`config.mk`:
```
export PLATFORM = sky130hd
export DESIGN_NAME = phrase_pager_7seg
export DESIGN_NICKNAME = d
export VERILOG_FILES = /design/src/rtl/pager_pkg.sv /design/src/rtl/pager_tick_gen.sv /design/src/rtl/pager_page_store.sv /design/src/rtl/pager_digit_scan.sv /design/src/rtl/phrase_pager_7seg.sv
export SDC_FILE = /design/constraint.sdc
export NUM_CORES = 1
export LEC_CHECK = 0
export BUFFER_PORTS_ARGS = -buffer_cell sky130_fd_sc_hd__buf_2
export CORE_MARGIN = 2
export CORE_UTILIZATION = 60
export DETAILED_ROUTE_END_ITERATION = 10
export PLACE_DENSITY = 0.81
export REMOVE_ABC_BUFFERS = 1
export SLEW_MARGIN = 25
export SYNTH_ARGS = -nofsm -noshare
export SYNTH_HDL_FRONTEND = slang
export SYNTH_SLANG_ARGS = --single-unit
```
`constraint.sdc`:
```
create_clock -name clk -period 2.5 [get_ports clk]
set_clock_uncertainty 0.05 [all_clocks]
set_input_delay 0.75 -clock clk [delete_from_list [all_inputs] [get_ports clk]]
set_output_delay 0.75 -clock clk [all_outputs]
set_load 0.05 [all_outputs]
```
`src/rtl/pager_pkg.sv`:
```
package pager_pkg;

    localparam int DIGITS = 4;
    localparam int CHAR_W = 8;
    localparam int SEG_W  = 7;
    localparam int IDX_W  = $clog2(DIGITS);

    typedef logic [CHAR_W-1:0] char_t;
    typedef logic [SEG_W-1:0]  seg_t;      // {g,f,e,d,c,b,a}, active-high
    typedef logic [IDX_W-1:0]  digit_idx_t;

    typedef enum logic {
        PAGE_FIRST  = 1'b0,
        PAGE_SECOND = 1'b1
    } page_e;

    typedef struct packed {
        page_e                   page;
        char_t [DIGITS-1:0]      chars;   // chars[DIGITS-1] is the leftmost
    } page_state_t;

    // Character code to lit segments; anything not listed stays dark.
    function automatic seg_t char_to_seg(char_t c);
        case (c)
            8'h53:   return 7'h6D;  // S
            8'h4F:   return 7'h3F;  // O
            8'h4C:   return 7'h38;  // L
            8'h44:   return 7'h5E;  // D
            8'h55:   return 7'h3E;  // U
            8'h54:   return 7'h78;  // T
            default: return 7'h00;  // space and unsupported codes
        endcase
    endfunction

    // Digit k (0 = leftmost) reads the matching byte of the page.
    function automatic char_t char_at(char_t [DIGITS-1:0] chars, digit_idx_t k);
        return chars[digit_idx_t'(DIGITS-1) - k];
    endfunction

endpackage

```
`src/rtl/pager_tick_gen.sv`:
```
module pager_tick_gen #(
    parameter int DIV = 4
) (
    input  logic clk,
    input  logic rst,
    input  logic run,
    output logic tick
);
    localparam int CW = (DIV > 1) ? $clog2(DIV) : 1;

    logic [CW-1:0] cnt;

    assign tick = run && (cnt == CW'(DIV - 1));

    always_ff @(posedge clk) begin
        if (rst) begin
            cnt <= '0;
        end else if (run) begin
            cnt <= tick ? '0 : cnt + 1'b1;
        end
    end
endmodule

```
`src/rtl/pager_page_store.sv`:
```
module pager_page_store
    import pager_pkg::*;
#(
    parameter logic [DIGITS*CHAR_W-1:0] WORD_A = "SOLD",
    parameter logic [DIGITS*CHAR_W-1:0] WORD_B = " OUT"
) (
    input  logic        clk,
    input  logic        rst,
    input  logic        swap,
    output page_state_t pstate
);
    always_ff @(posedge clk) begin
        if (rst) begin
            pstate.page  <= PAGE_FIRST;
            pstate.chars <= WORD_A;
        end else if (swap) begin
            if (pstate.page == PAGE_FIRST) begin
                pstate.page  <= PAGE_SECOND;
                pstate.chars <= WORD_B;
            end else begin
                pstate.page  <= PAGE_FIRST;
                pstate.chars <= WORD_A;
            end
        end
    end
endmodule

```
`src/rtl/pager_digit_scan.sv`:
```
module pager_digit_scan
    import pager_pkg::*;
(
    input  logic              clk,
    input  logic              rst,
    input  logic              step,
    output digit_idx_t        idx,
    output logic [DIGITS-1:0] dig_n
);
    always_ff @(posedge clk) begin
        if (rst) begin
            idx <= '0;
        end else if (step) begin
            idx <= idx + 1'b1;
        end
    end

    always_comb begin
        dig_n      = '1;
        dig_n[idx] = 1'b0;
    end
endmodule

```
`src/rtl/phrase_pager_7seg.sv`:
```
module phrase_pager_7seg
    import pager_pkg::*;
#(
    parameter int                       CLK_HZ     = 100_000_000,
    parameter int                       REFRESH_HZ = 1000,
    parameter int                       DWELL_MS   = 1000,
    parameter logic [DIGITS*CHAR_W-1:0] WORD_A     = "SOLD",
    parameter logic [DIGITS*CHAR_W-1:0] WORD_B     = " OUT"
) (
    input  logic              clk,
    input  logic              rst,
    input  logic              pause,
    output logic [SEG_W-1:0]  seg_n,
    output logic [DIGITS-1:0] dig_n
);
    localparam int SCAN_RAW  = CLK_HZ / (DIGITS * REFRESH_HZ);
    localparam int SCAN_DIV  = (SCAN_RAW > 0) ? SCAN_RAW : 1;
    localparam int DWELL_RAW = (CLK_HZ / 1000) * DWELL_MS;
    localparam int DWELL_CYC = (DWELL_RAW > 0) ? DWELL_RAW : 1;

    logic        scan_tick;
    logic        dwell_tick;
    digit_idx_t  scan_idx;
    page_state_t pstate;

    pager_tick_gen #(.DIV(SCAN_DIV)) u_scan_tick (
        .clk  (clk),
        .rst  (rst),
        .run  (1'b1),
        .tick (scan_tick)
    );

    pager_tick_gen #(.DIV(DWELL_CYC)) u_dwell_tick (
        .clk  (clk),
        .rst  (rst),
        .run  (!pause),
        .tick (dwell_tick)
    );

    pager_page_store #(.WORD_A(WORD_A), .WORD_B(WORD_B)) u_store (
        .clk    (clk),
        .rst    (rst),
        .swap   (dwell_tick),
        .pstate (pstate)
    );

    pager_digit_scan u_scan (
        .clk   (clk),
        .rst   (rst),
        .step  (scan_tick),
        .idx   (scan_idx),
        .dig_n (dig_n)
    );

    assign seg_n = ~char_to_seg(char_at(pstate.chars, scan_idx));
endmodule

```
## Word-level counts from Yosys, hierarchy flattened

Cells that the tools add are included.

| operators by class | value |
|---|---|
| add/sub/neg operators | 4 |
| multipliers | 0 |
| divide/modulo/power cells | 0 |
| $lt $le $gt $ge | 3 |
| equal/unequal tests | 8 |
| shift-type cells | 0 |
| muxes and demuxes | 7 |
| bitwise operators | 2 |
| reductions and logical operators | 4 |

Operators by type and width:

| operator | count |
|---|---|
| $eq 8x7->1 const B | 6 |
| $pmux 7 s6 | 1 |
| $mux 33 | 1 |
| $add 27x1->27 const B | 1 |
| $eq 27x27->1 const B | 1 |
| $mux 27 | 1 |
| $bmux 8 s2 | 1 |
| $add 15x1->15 const B | 1 |
| $eq 15x15->1 const B | 1 |
| $mux 8 | 1 |
| $not 7->7 | 1 |
| $lt 2x3->1 const B | 2 |
| $not 4->4 | 1 |
| $add 2x1->2 const B | 1 |
| $demux 1 s2 | 1 |
| $ge 2x1->1 const B | 1 |
| $logic_and 1x1->1 | 2 |
| $reduce_or 2->1 | 1 |
| $sub 2x2->2 const A | 1 |
| $logic_not 1->1 | 1 |
| $mux 1 | 1 |

| word-level totals | value |
|---|---|
| register bits after elaboration | 77 |
| bits in latches | 0 |
| RAM bits | 0 |
| memory bits (read-only) | 0 |
| output and inout port bits | 11 |
| logic and storage cells | 36 |
| memories | 0 |

## Longest topological paths before layout

Gate-level depths: netlist (run 1).

| depth | value |
|---|---|
| depth after elaboration | 6 |
| gate-level depth with buffers | 7 |
| gate-level depth less buffers | 6 |

## Hierarchy

Synthesis (run 1) repeated with hierarchy kept, for this count alone.

| unflattened totals | value |
|---|---|
| cell total of the unflattened synthesis | 328 |
| area, all modules | 2,887.8 µm² |

Modules (own cells, without submodules):

| module | times used | cells each | area each (µm²) | sequential area each (µm²) |
|---|---|---|---|---|
| pager_tick_gen (u_dwell_tick) | 1 | 151 | 1,350.0 | 540.5 |
| pager_tick_gen (u_scan_tick) | 1 | 83 | 724.4 | 300.3 |
| phrase_pager_7seg | 1 | 39 | 366.6 | 0.0 |
| pager_page_store | 1 | 39 | 307.8 | 40.0 |
| pager_digit_scan | 1 | 16 | 138.9 | 40.0 |

## Worst setup path before layout (run 1)

No wires, ideal clock.

| path | value |
|---|---|
| path type | reg2out |
| start | register u_scan.idx[0] |
| end | output seg_n[5] |
| arrival time | 2.328 ns |
| required time | 1.700 ns |
| slack | -0.628 ns |
| stages on the path, launching flop included | 7 |
| cells stage by stage | dfxtp_1 > inv_1 > ha_1 > or2_2 > nand2_1 > nor2_1 > a211oi_1 |

| between the ends | value |
|---|---|
| cells in the longest elaborated chain, start to end | 6 |

RTL lines:

| item | RTL line | text |
|---|---|---|
| start: declaration | pager_digit_scan.sv:7 | `output digit_idx_t idx,` |
| start signal: assignment | pager_digit_scan.sv:14 | `idx <= idx + 1'b1;` |
| $sub 2x2->2 (*) | pager_pkg.sv:37 | `return chars[digit_idx_t'(DIGITS-1) - k];` |
| $bmux 8 s2 (*) | pager_pkg.sv:37 |  |
| $mux 8 (implied by the code) (*) | pager_pkg.sv:37 |  |
| $eq 8x7->1 | pager_pkg.sv:24 | `case (c)` |
| $pmux 7 s6 (*) | pager_pkg.sv:24 |  |
| $not 7->7 (*) | phrase_pager_7seg.sv:55 | `assign seg_n = ~char_to_seg(char_at(pstate.chars, scan_idx));` |
| end: declaration | phrase_pager_7seg.sv:13 | `output logic [SEG_W-1:0] seg_n,` |

Every way passes the cells marked *; elsewhere a longest branch is shown, timed or not. The select of a mux whose other input is x is not followed.

## Worst setup path after layout (run 1)

Ends and elaborated chain as after synthesis.

==> flow_summary.toml, run 1 <==
[status]
status = "finished clean"

[synth]
synth_cells = 281
ys_seq_elements = 46
synth-simple-area-share_pct = 31.5
synthAdderAreaFrac_pct = 3.21
synth_top_family_by_area = "simple AND/OR/NAND/NOR gates"
yosysSeqAreaShare_pct = 39.4
async_flop_share_pct = 0
synthMuxAreaShare_pct = 0.428
synth_flop_cell = "dfxtp_1"
post_synth.cell_area_avg_um2 = 8.32
netlist_area_um2 = 2340
ys_types = 46
synth_xor_area_share_pct = 8.24
synth_compound_area_share_pct = 13.8
synth_edf_count = 0
yosys_warnings = 0

[routing]
post-route-drc-count = 0
first_pass_iters = 4
vias_per_cell = 5.96
wl_per_cell_um = 13.1
drt-initial-drc-count = 125
ant_nets = 0
drt-total-wl_mm = 4.55
vias = 2067

[timing]
setup_tns_ns = 0
setup_violations = 0
worst_slack_ns = 0.0970
period_needed_ns = 2.40
relSlewSlack_pct = 69.8
rsz0062_at_grt = "false"
slew_viol_final = 0
worst-slew-pin-transition_ns = 0.452
layout_worst_path_cycle_share_pct = 96.1
timing.fmax_ghz = 0.416
hold_viol_final = 0

[placement]
finalWeightedCongestion = 0.832
dp_hpwl_mm = 3.22
io_buffer_count = 13
place_area_um2 = 2480
place_ws_ns = 0.140

[global_route]
grtUsageTotal_pct = 23.1
grt_max_degree = 19
overflow = 0
grt_pass1_wl_mm = 7.85
grt_pass1_vias = 1880
antenna_found_initial = 0

[clock_tree]
insertion_delay_ns = 0.30
htree_levels = 2
cts_tree = "done"
cts.sinks = 46
numCtsBuffers = 5
clock-root-buffer = "clkbuf_8"
ctsHoldBuffers = 0
post_cts_buffers = 0
clk_pin_slew_ns = 0.08
cts_buffer_depth = 2

[die]
start_util_pct = 62.9
die_h_um = 66.4
die_x_um = 66.4
die_area_um2 = 4410
row_count = 22
core_region_area_um2 = 3720
ios = 14

[cells_and_area]
antenna_cells = 0
syn_to_final_growth_pct = 10.8
stdcell_area_um2 = 2590
final_common_cell = "dfxtp_1"
mostFrequentLayoutCells = "dfxtp_1 (44), nor2_1 (35), a21oi_1 (22), nand2_1 (19), o21ai_0 (14)"
nets = 308
drive_gt1_share_pct = 12.4

[critical_path]
worstPathArrival_ns = 1.60
cp-end-kind = "output pin"
crit_path_max_fanout = 4
critPathLaunchType = "flip-flop"
worstSetupPathType = "flip-flop to output pin"
required_ns = 1.70

[pwr]
p_per_area_nw_per_um2 = 464
ir_drop_mv = 0.331
total_power_mw = 1.20
leakagePower_nw = 0.907

[min_path]
hold_class = "flip-flop to flip-flop"

[run]
drv_cap = 0
-- critical path: stages, from the launching register on --
cell and delay (ns):
dfxtp_2 0.36, inv_4 0.05, ha_4 0.16, or2_4 0.23
nand2_1 0.06, nor2_1 0.04, a211oi_2 0.22, buf_6 0.19
-- power by group --
part	total [mW]	switching, mW	internal, mW
clock	0.427	0.234	0.193
sequential	0.744	0.00544	0.738
combinational	0.0305	0.0191	0.0114
-- state kept, by name (all words and copies together) (netlist names) --
register and flops:
u_scan_tick.cnt 15, u_dwell_tick.cnt 27, u_store.pstate 2, u_scan.idx 2
-- per-stage QoR --
step	std cells	utilization [%]	hold WS (ns)
2_1_floorplan	272	-	0.368
3_3_place_gp	340	66.7	0.380
3_5_place_dp	340	66.7	0.389
4_1_cts	347	68.9	0.406
5_1_grt	347	69.7	0.421
6_report	347	69.7	0.404
-- synth_stat cells, types with 2 or more instances --
library cell / n / area (µm²)
inv_1: 12 / 45.0
dfxtp_1: 46 / 921
nor4_1: 3 / 18.8
nor2b_1: 2 / 12.5
and3_1: 6 / 37.5
xnor2_1: 11 / 96.3
nor4b_1: 3 / 26.3
nor3_1: 4 / 20.0
or4_1: 7 / 52.6
nand2_1: 19 / 71.3
o21ai_0: 15 / 75.1
buf_2: 2 / 10.0
nand4_1: 10 / 62.6
a21oi_1: 22 / 110
clkbuf_1: 7 / 26.3
or3_1: 10 / 62.6
nand3_1: 13 / 65.1
and2_1: 2 / 12.5
o31ai_1: 8 / 60.1
xor2_1: 11 / 96.3
and4_1: 4 / 35.0
nor2_1: 35 / 131
ha_1: 6 / 75.1
-- layout make-up --
type                    instances  area [µm²]
clock buffers                   7        76.3
inverters                      12        47.5
well taps                      48        60.1
repair buffers                 20         126
fillers                       301        1130
flip-flops and latches         46         923
multi-input cells             214        1360
-- kinds of logic after synthesis --
kind of cell | after synthesis
DFF | 46
and+or+nand+nor | 131
adders and majority gates | 6
muxes | 1
buffers and inverters | 21
AOI/OAI and AO/OA | 54
xor gates and xnor gates | 22
-- path summary, 6_finish.rpt --
path                                      startpoint            endpoint  slack [ns]  cells past startpoint
worst min-delay path              u_scan_tick.cnt[0]  u_scan_tick.cnt[0]        0.40                      1
worst max register to register  u_dwell_tick.cnt[13]  u_store.pstate[28]        0.43                      4
worst max-delay path                   u_scan.idx[0]            seg_n[5]         0.1                      7
worst min register to register    u_scan_tick.cnt[0]  u_scan_tick.cnt[0]        0.40                      1
-- layer usage --
| layer | global-route usage, % | vias to the layer above | wire length [µm] |
|---|---|---|---|
| met5 | 0 | - | 0 |
| met4 | 12.2 | 0 | 74 |
| met3 | 4.09 | 8 | 240 |
| met2 | 38.6 | 58 | 2200 |
| met1 | 28.0 | 953 | 2040 |
| li1 | - | 1048 | - |
-- timing repair --
| item | 4_1_cts | 5_1_grt |
|---|---|---|
| resized for setup | 4 | 8 |
| setup endpoints to repair | 2 | 2 |
| pin swaps | 1 | 1 |
Power figures use the tool's default switching activity.
==> inputs of run 2 (changes only) <==
- CELL_PAD_IN_SITES_DETAIL_PLACEMENT: not set -> 0
- CELL_PAD_IN_SITES_GLOBAL_PLACEMENT: not set -> 1
- CORE_UTILIZATION: 60 -> 45
- PLACE_DENSITY: 0.81 -> 0.8
==> run 2 against run 1 <==
  * Combinational power grew 3%
  * Register-to-register slack is essentially flat
  * Non-clock buffer count grew 3
  * Maximum frequency shrank 0.76%
  * Worst hold slack lost 0.0024 ns
  * Critical path type unchanged
  * Highest routed layer unchanged
==> flow_summary.toml, run 2 (synthesis gave the netlist of run 1 again) <==
[pwr]
p_per_area_nw_per_um2 = 474
total_power_mw = 1.25
p_comb_share_pct = 2.5
ir_drop_mv = 0.362
leakagePower_nw = 0.927
power.share.switching_pct = 22.5
pwr-share-clk_pct = 38.2
pwr-share-seq_pct = 59.3
p_switching_mw = 0.282
p_int_mw = 0.973

[cells_and_area]
mostFrequentLayoutCells = "dfxtp_1 (44), nor2_1 (35), a21oi_1 (22), nand2_1 (19), o21ai_0 (14)"
nets = 311
antenna_cells = 0
drive_gt1_share_pct = 14.2
fillers = 513
syn_to_final_growth_pct = 13.3
largest_reg_flops = 27
stdcell_area_um2 = 2650
final_common_cell = "dfxtp_1"
instances_no_fill = 373
reg.largest.list = "u_dwell_tick.cnt (27), u_scan_tick.cnt (15)"
top_register = "u_dwell_tick.cnt"

[routing]
drt-met1-wl_mm = 2.33
met3RoutedLength_um = 154
drt-total-wl_mm = 4.77
ant_nets = 0
route.met2.wl_mm = 2.23
vias_per_cell = 5.50
top_layer = "met4"
first_pass_iters = 4
drt-initial-drc-count = 72
wl_per_cell_um = 12.8
post-route-drc-count = 0
vias = 2053

[placement]
dpl.cell_count = 364
finalWeightedCongestion = 0.782
io_buffer_count = 13
dp_hpwl_mm = 3.39
place_area_um2 = 2520

[critical_path]
worstSetupPathType = "flip-flop to output pin"
worstPathArrival_ns = 1.62
cp-end-kind = "output pin"
reg2regPathDepth = 4
required_ns = 1.70
slowest_stage = "dfxtp_2"
crit_chain = "inv_4 > ha_4 > or2_4 > nand2_1 > nor2_1 > a211oi_1 > buf_4"
critPathLaunchType = "flip-flop"
crit_path_max_fanout = 4
cp_slowest_stage_delay_ns = 0.36

[die]
die_x_um = 76.1
start_util_pct = 46.1
die_h_um = 76.1
core_region_area_um2 = 5070
ios = 14
row_count = 26
die_area_um2 = 5790

[clock_tree]
insertion_delay_ns = 0.30
clock-root-buffer = "clkbuf_8"
cts_buffer_depth = 2
numCtsBuffers = 5
cts_tree = "done"
htree_levels = 2
clk_pin_slew_ns = 0.08
cts.sinks = 46
ctsHoldBuffers = 0

[global_route]
overflow = 0
grt_max_degree = 19
antenna_found_initial = 0
grt_pass1_wl_mm = 8.16
grt_pass1_vias = 1848
grtUsageTotal_pct = 16.9

[timing]
holdWs_ns = 0.401
setup_violations = 0
rsz0062_at_grt = "true"
relSlewSlack_pct = 70.2
timing.fmax_ghz = 0.413
period_needed_ns = 2.42
setup_tns_ns = 0
worst-slew-pin-transition_ns = 0.445
hold_viol_final = 0
layout_worst_path_cycle_share_pct = 96.9
slew_viol_final = 0

[status]
status = "finished clean"

[min_path]
min_path_cells = 1
hold_class = "flip-flop to flip-flop"

[run]
drv_cap = 0
-- run 2: changes by cell type in the layout (fill, tap and decap cells not counted), sizes merged --
cell,delta
clkinv,+1
buf,+3
clkinvlp,+1
clkbuf,-1
-- run 2: final timing paths --
check                      startpoint                  to  slack [ns]
setup reg to reg  u_dwell_tick.cnt[8]  u_store.pstate[28]        0.44
hold / removal     u_scan_tick.cnt[0]  u_scan_tick.cnt[0]        0.40
setup / recovery        u_scan.idx[0]            seg_n[5]        0.08
hold reg to reg    u_scan_tick.cnt[0]  u_scan_tick.cnt[0]        0.40
-- run 2: layer usage --
metal,GRT usage [%],up-vias
met5,0,-
met2,28.7,35
met4,5.64,0
met3,3.79,5
met1,21.2,958
li1,-,1055
-- run 2: worst max-delay path, delay by kind of cell, from the launching register on --
kind	cells	cell delay, ns
DFF	1	0.36
and+or+nand+nor	3	0.33
buffers and inverters	2	0.28
AOI/OAI and AO/OA	1	0.21
adders and majority gates	1	0.16
-- run 2: layout make-up --
type	count	area [µm²]	area share [%]
Inverter	12	47.5	1.79
Multi-Input combinational cell	214	1350	51.0
Clock buffer	6	82.6	3.12
Clock inverter	2	12.5	0.472
Timing Repair Buffer	23	145	5.48
Tap cell	70	87.6	3.31
Sequential cell	46	923	34.9
-- run 2: per-stage QoR --
stage | worst slack [ns] | util, %
after floorplan | -0.626 | -
after global placement | 0.171 | 49.7
after detailed placement | 0.132 | 49.7
after CTS | 0.0211 | 51.7
after global routing | -0.0185 | 52.2
final | 0.0786 | 52.2
-- run 2: power groups by stage --
stage	registers, mW	clock network [mW]	logic, mW
after global routing	0.745	0.519	0.0365
after CTS	0.744	0.489	0.0320
after global placement	0.761	0	0.0318
after detailed placement	0.761	0	0.0316
final	0.744	0.479	0.0315
after floorplan	0.760	0	0.0178
-- run 2: repair_timing --
item | in CTS | in global routing
setup endpoints to repair | 1 | 2
gates resized for setup | 4 | 7
pin swaps | 1 | 2
buffers inserted | 0 | 1
==> inputs of run 3 (changes only) <==
- CTS_CLUSTER_SIZE: not set -> 14
- PLACE_DENSITY: 0.8 -> not set
- PLACE_DENSITY_LB_ADDON: not set -> 0.1
- clock period: 2.5 -> 2.3 ns (I/O delays scaled with it)
==> run 3 against run 2 <==
  * Largest power group unchanged
  * Routed wire length rose by 3.0%
  * Clock power rose by 26%
  * Design area rose by 2.5%
  * Highest routed layer unchanged
  * Power rose by 15%
  * Register-to-register slack got worse by 0.24 ns
  * Combinational power rose by 15%
  * First-iteration DRC count fell by 39%
  * Flip-flop and latch count did not move
  * Worst hold slack improved by 0.0085 ns
  * Via count did not move
  * Non-clock buffer count rose by 3
==> flow_summary.toml, run 3 (synthesis gave the netlist of run 1 again) <==
[critical_path]
worstPathArrival_ns = 1.52
cp-end-kind = "output pin"
critPathLaunchType = "flip-flop"
crit_path_max_fanout = 7
cp_slowest_stage_delay_ns = 0.33
crit_chain = "buf_4 > nor2b_2 > nor2_1 > a211oi_2 > buf_6"
required_ns = 1.56
worstSetupPathType = "flip-flop to output pin"
slowest_stage = "dfxtp_2"

[timing]
rsz0062_at_grt = "true"
worst-slew-pin-transition_ns = 0.468
period_needed_ns = 2.26
relSlewSlack_pct = 68.7
slew_viol_final = 0
timing.fmax_ghz = 0.443
setup_violations = 0
layout_worst_path_cycle_share_pct = 98.3
hold_viol_final = 0
setup_tns_ns = 0

[pwr]
ir_drop_mv = 0.310
p_comb_share_pct = 2.5
pwr-share-clk_pct = 41.7
pwr-share-seq_pct = 55.8
p_switching_mw = 0.309
p_per_area_nw_per_um2 = 534
total_power_mw = 1.45
power.share.switching_pct = 21.4
leakagePower_nw = 0.954
p_int_mw = 1.14

[global_route]
grt_max_degree = 19
overflow = 0
grt_pass1_wl_mm = 8.84
grtUsageTotal_pct = 18.3
grt_pass1_vias = 1942
antenna_found_initial = 0

[clock_tree]
insertion_delay_ns = 0.30
cts_tree = "done"
ctsHoldBuffers = 0
clk_pin_slew_ns = 0.08
clock-root-buffer = "clkbuf_8"
cts.sinks = 46
numCtsBuffers = 5
htree_levels = 2
cts_buffer_depth = 2

[routing]
ant_nets = 0
first_pass_iters = 4
vias_per_cell = 5.46
drt-total-wl_mm = 4.91
drt-initial-drc-count = 44
wl_per_cell_um = 13.1
post-route-drc-count = 0
vias = 2053

[cells_and_area]
syn_to_final_growth_pct = 16.1
nets = 314
largest_reg_flops = 27
reg.largest.list = "u_dwell_tick.cnt (27), u_scan_tick.cnt (15)"
drive_gt1_share_pct = 17.0
final_common_cell = "dfxtp_1"
antenna_cells = 0
mostFrequentLayoutCells = "dfxtp_1 (43), nor2_1 (34), a21oi_1 (21), nand2_1 (18), buf_4 (16)"
top_register = "u_dwell_tick.cnt"
fillers = 507

[placement]
io_buffer_count = 13
finalWeightedCongestion = 0.787
dp_hpwl_mm = 3.42

[die]
die_area_um2 = 5790
die_h_um = 76.1
row_count = 26
start_util_pct = 46.1
core_region_area_um2 = 5070
die_x_um = 76.1
ios = 14

[status]
status = "finished clean"

[min_path]
hold_class = "flip-flop to flip-flop"

[run]
drv_cap = 0
## run 3: final timing paths
check	start	slack, ns	cells after the start	endpoint
max reg2reg	u_dwell_tick.cnt[9]	0.20	4	u_store.pstate[28]
min reg2reg	u_scan_tick.cnt[0]	0.41	1	u_scan_tick.cnt[0]
min	u_scan_tick.cnt[0]	0.41	1	u_scan_tick.cnt[0]
max	u_scan.idx[0]	0.04	5	seg_n[5]
## run 3: per-layer routing
layer	vias to the layer above	wire length (µm)	track usage (%)
li1	1058	-	-
met1	960	2490	23.8
met2	28	2210	29.8
met3	7	157	4.27
met4	0	56	6.18
met5	-	0	0
## run 3: final cells by class
class                   instances  area, µm²  area share [%]
clock buffers                   5       68.8            2.54
clock inverters                 3       45.0            1.66
inverters                      12       45.0            1.66
multi-input cells             214       1370            50.3
flip-flops and latches         46        925            34.1
well taps                      70       87.6            3.23
repair buffers                 26        176            6.50
## run 3: worst max-delay path, delay by kind of cell, from the launching register on
family	cells	cell delay (ns)
AOI/OAI and AO/OA	1	0.25
and+or+nand+nor	2	0.31
DFF	1	0.33
buffers and inverters	2	0.34
## run 3: timing repair
action / 4_1_cts / 5_1_grt
buffers inserted: 1 / 0
resized for setup: 9 / 11
pin swaps: 2 / 0
setup endpoints to repair: 4 / 5
cloned: 0 / 0
## run 3: power groups by stage
stage	logic (mW)	registers [mW]	clock network, mW
2_1_floorplan	0.0194	0.826	0
3_3_place_gp	0.0360	0.828	0
3_5_place_dp	0.0362	0.827	0
4_1_cts	0.0366	0.809	0.626
5_1_grt	0.0410	0.810	0.659
6_report	0.0362	0.809	0.604
## run 3: per-stage QoR
stage          worst slack (ns)  utilization, %  instance area, µm²  instances  hold slack (ns)
2_1_floorplan            -0.766               -                2300        272            0.368
3_3_place_gp             0.0519            50.1                2540        367            0.384
3_5_place_dp            0.00916            50.1                2540        367            0.397
4_1_cts                 -0.0118            53.0                2690        376            0.413
5_1_grt                 -0.0720            53.5                2710        376            0.449
6_report                 0.0402            53.5                2710        376            0.410
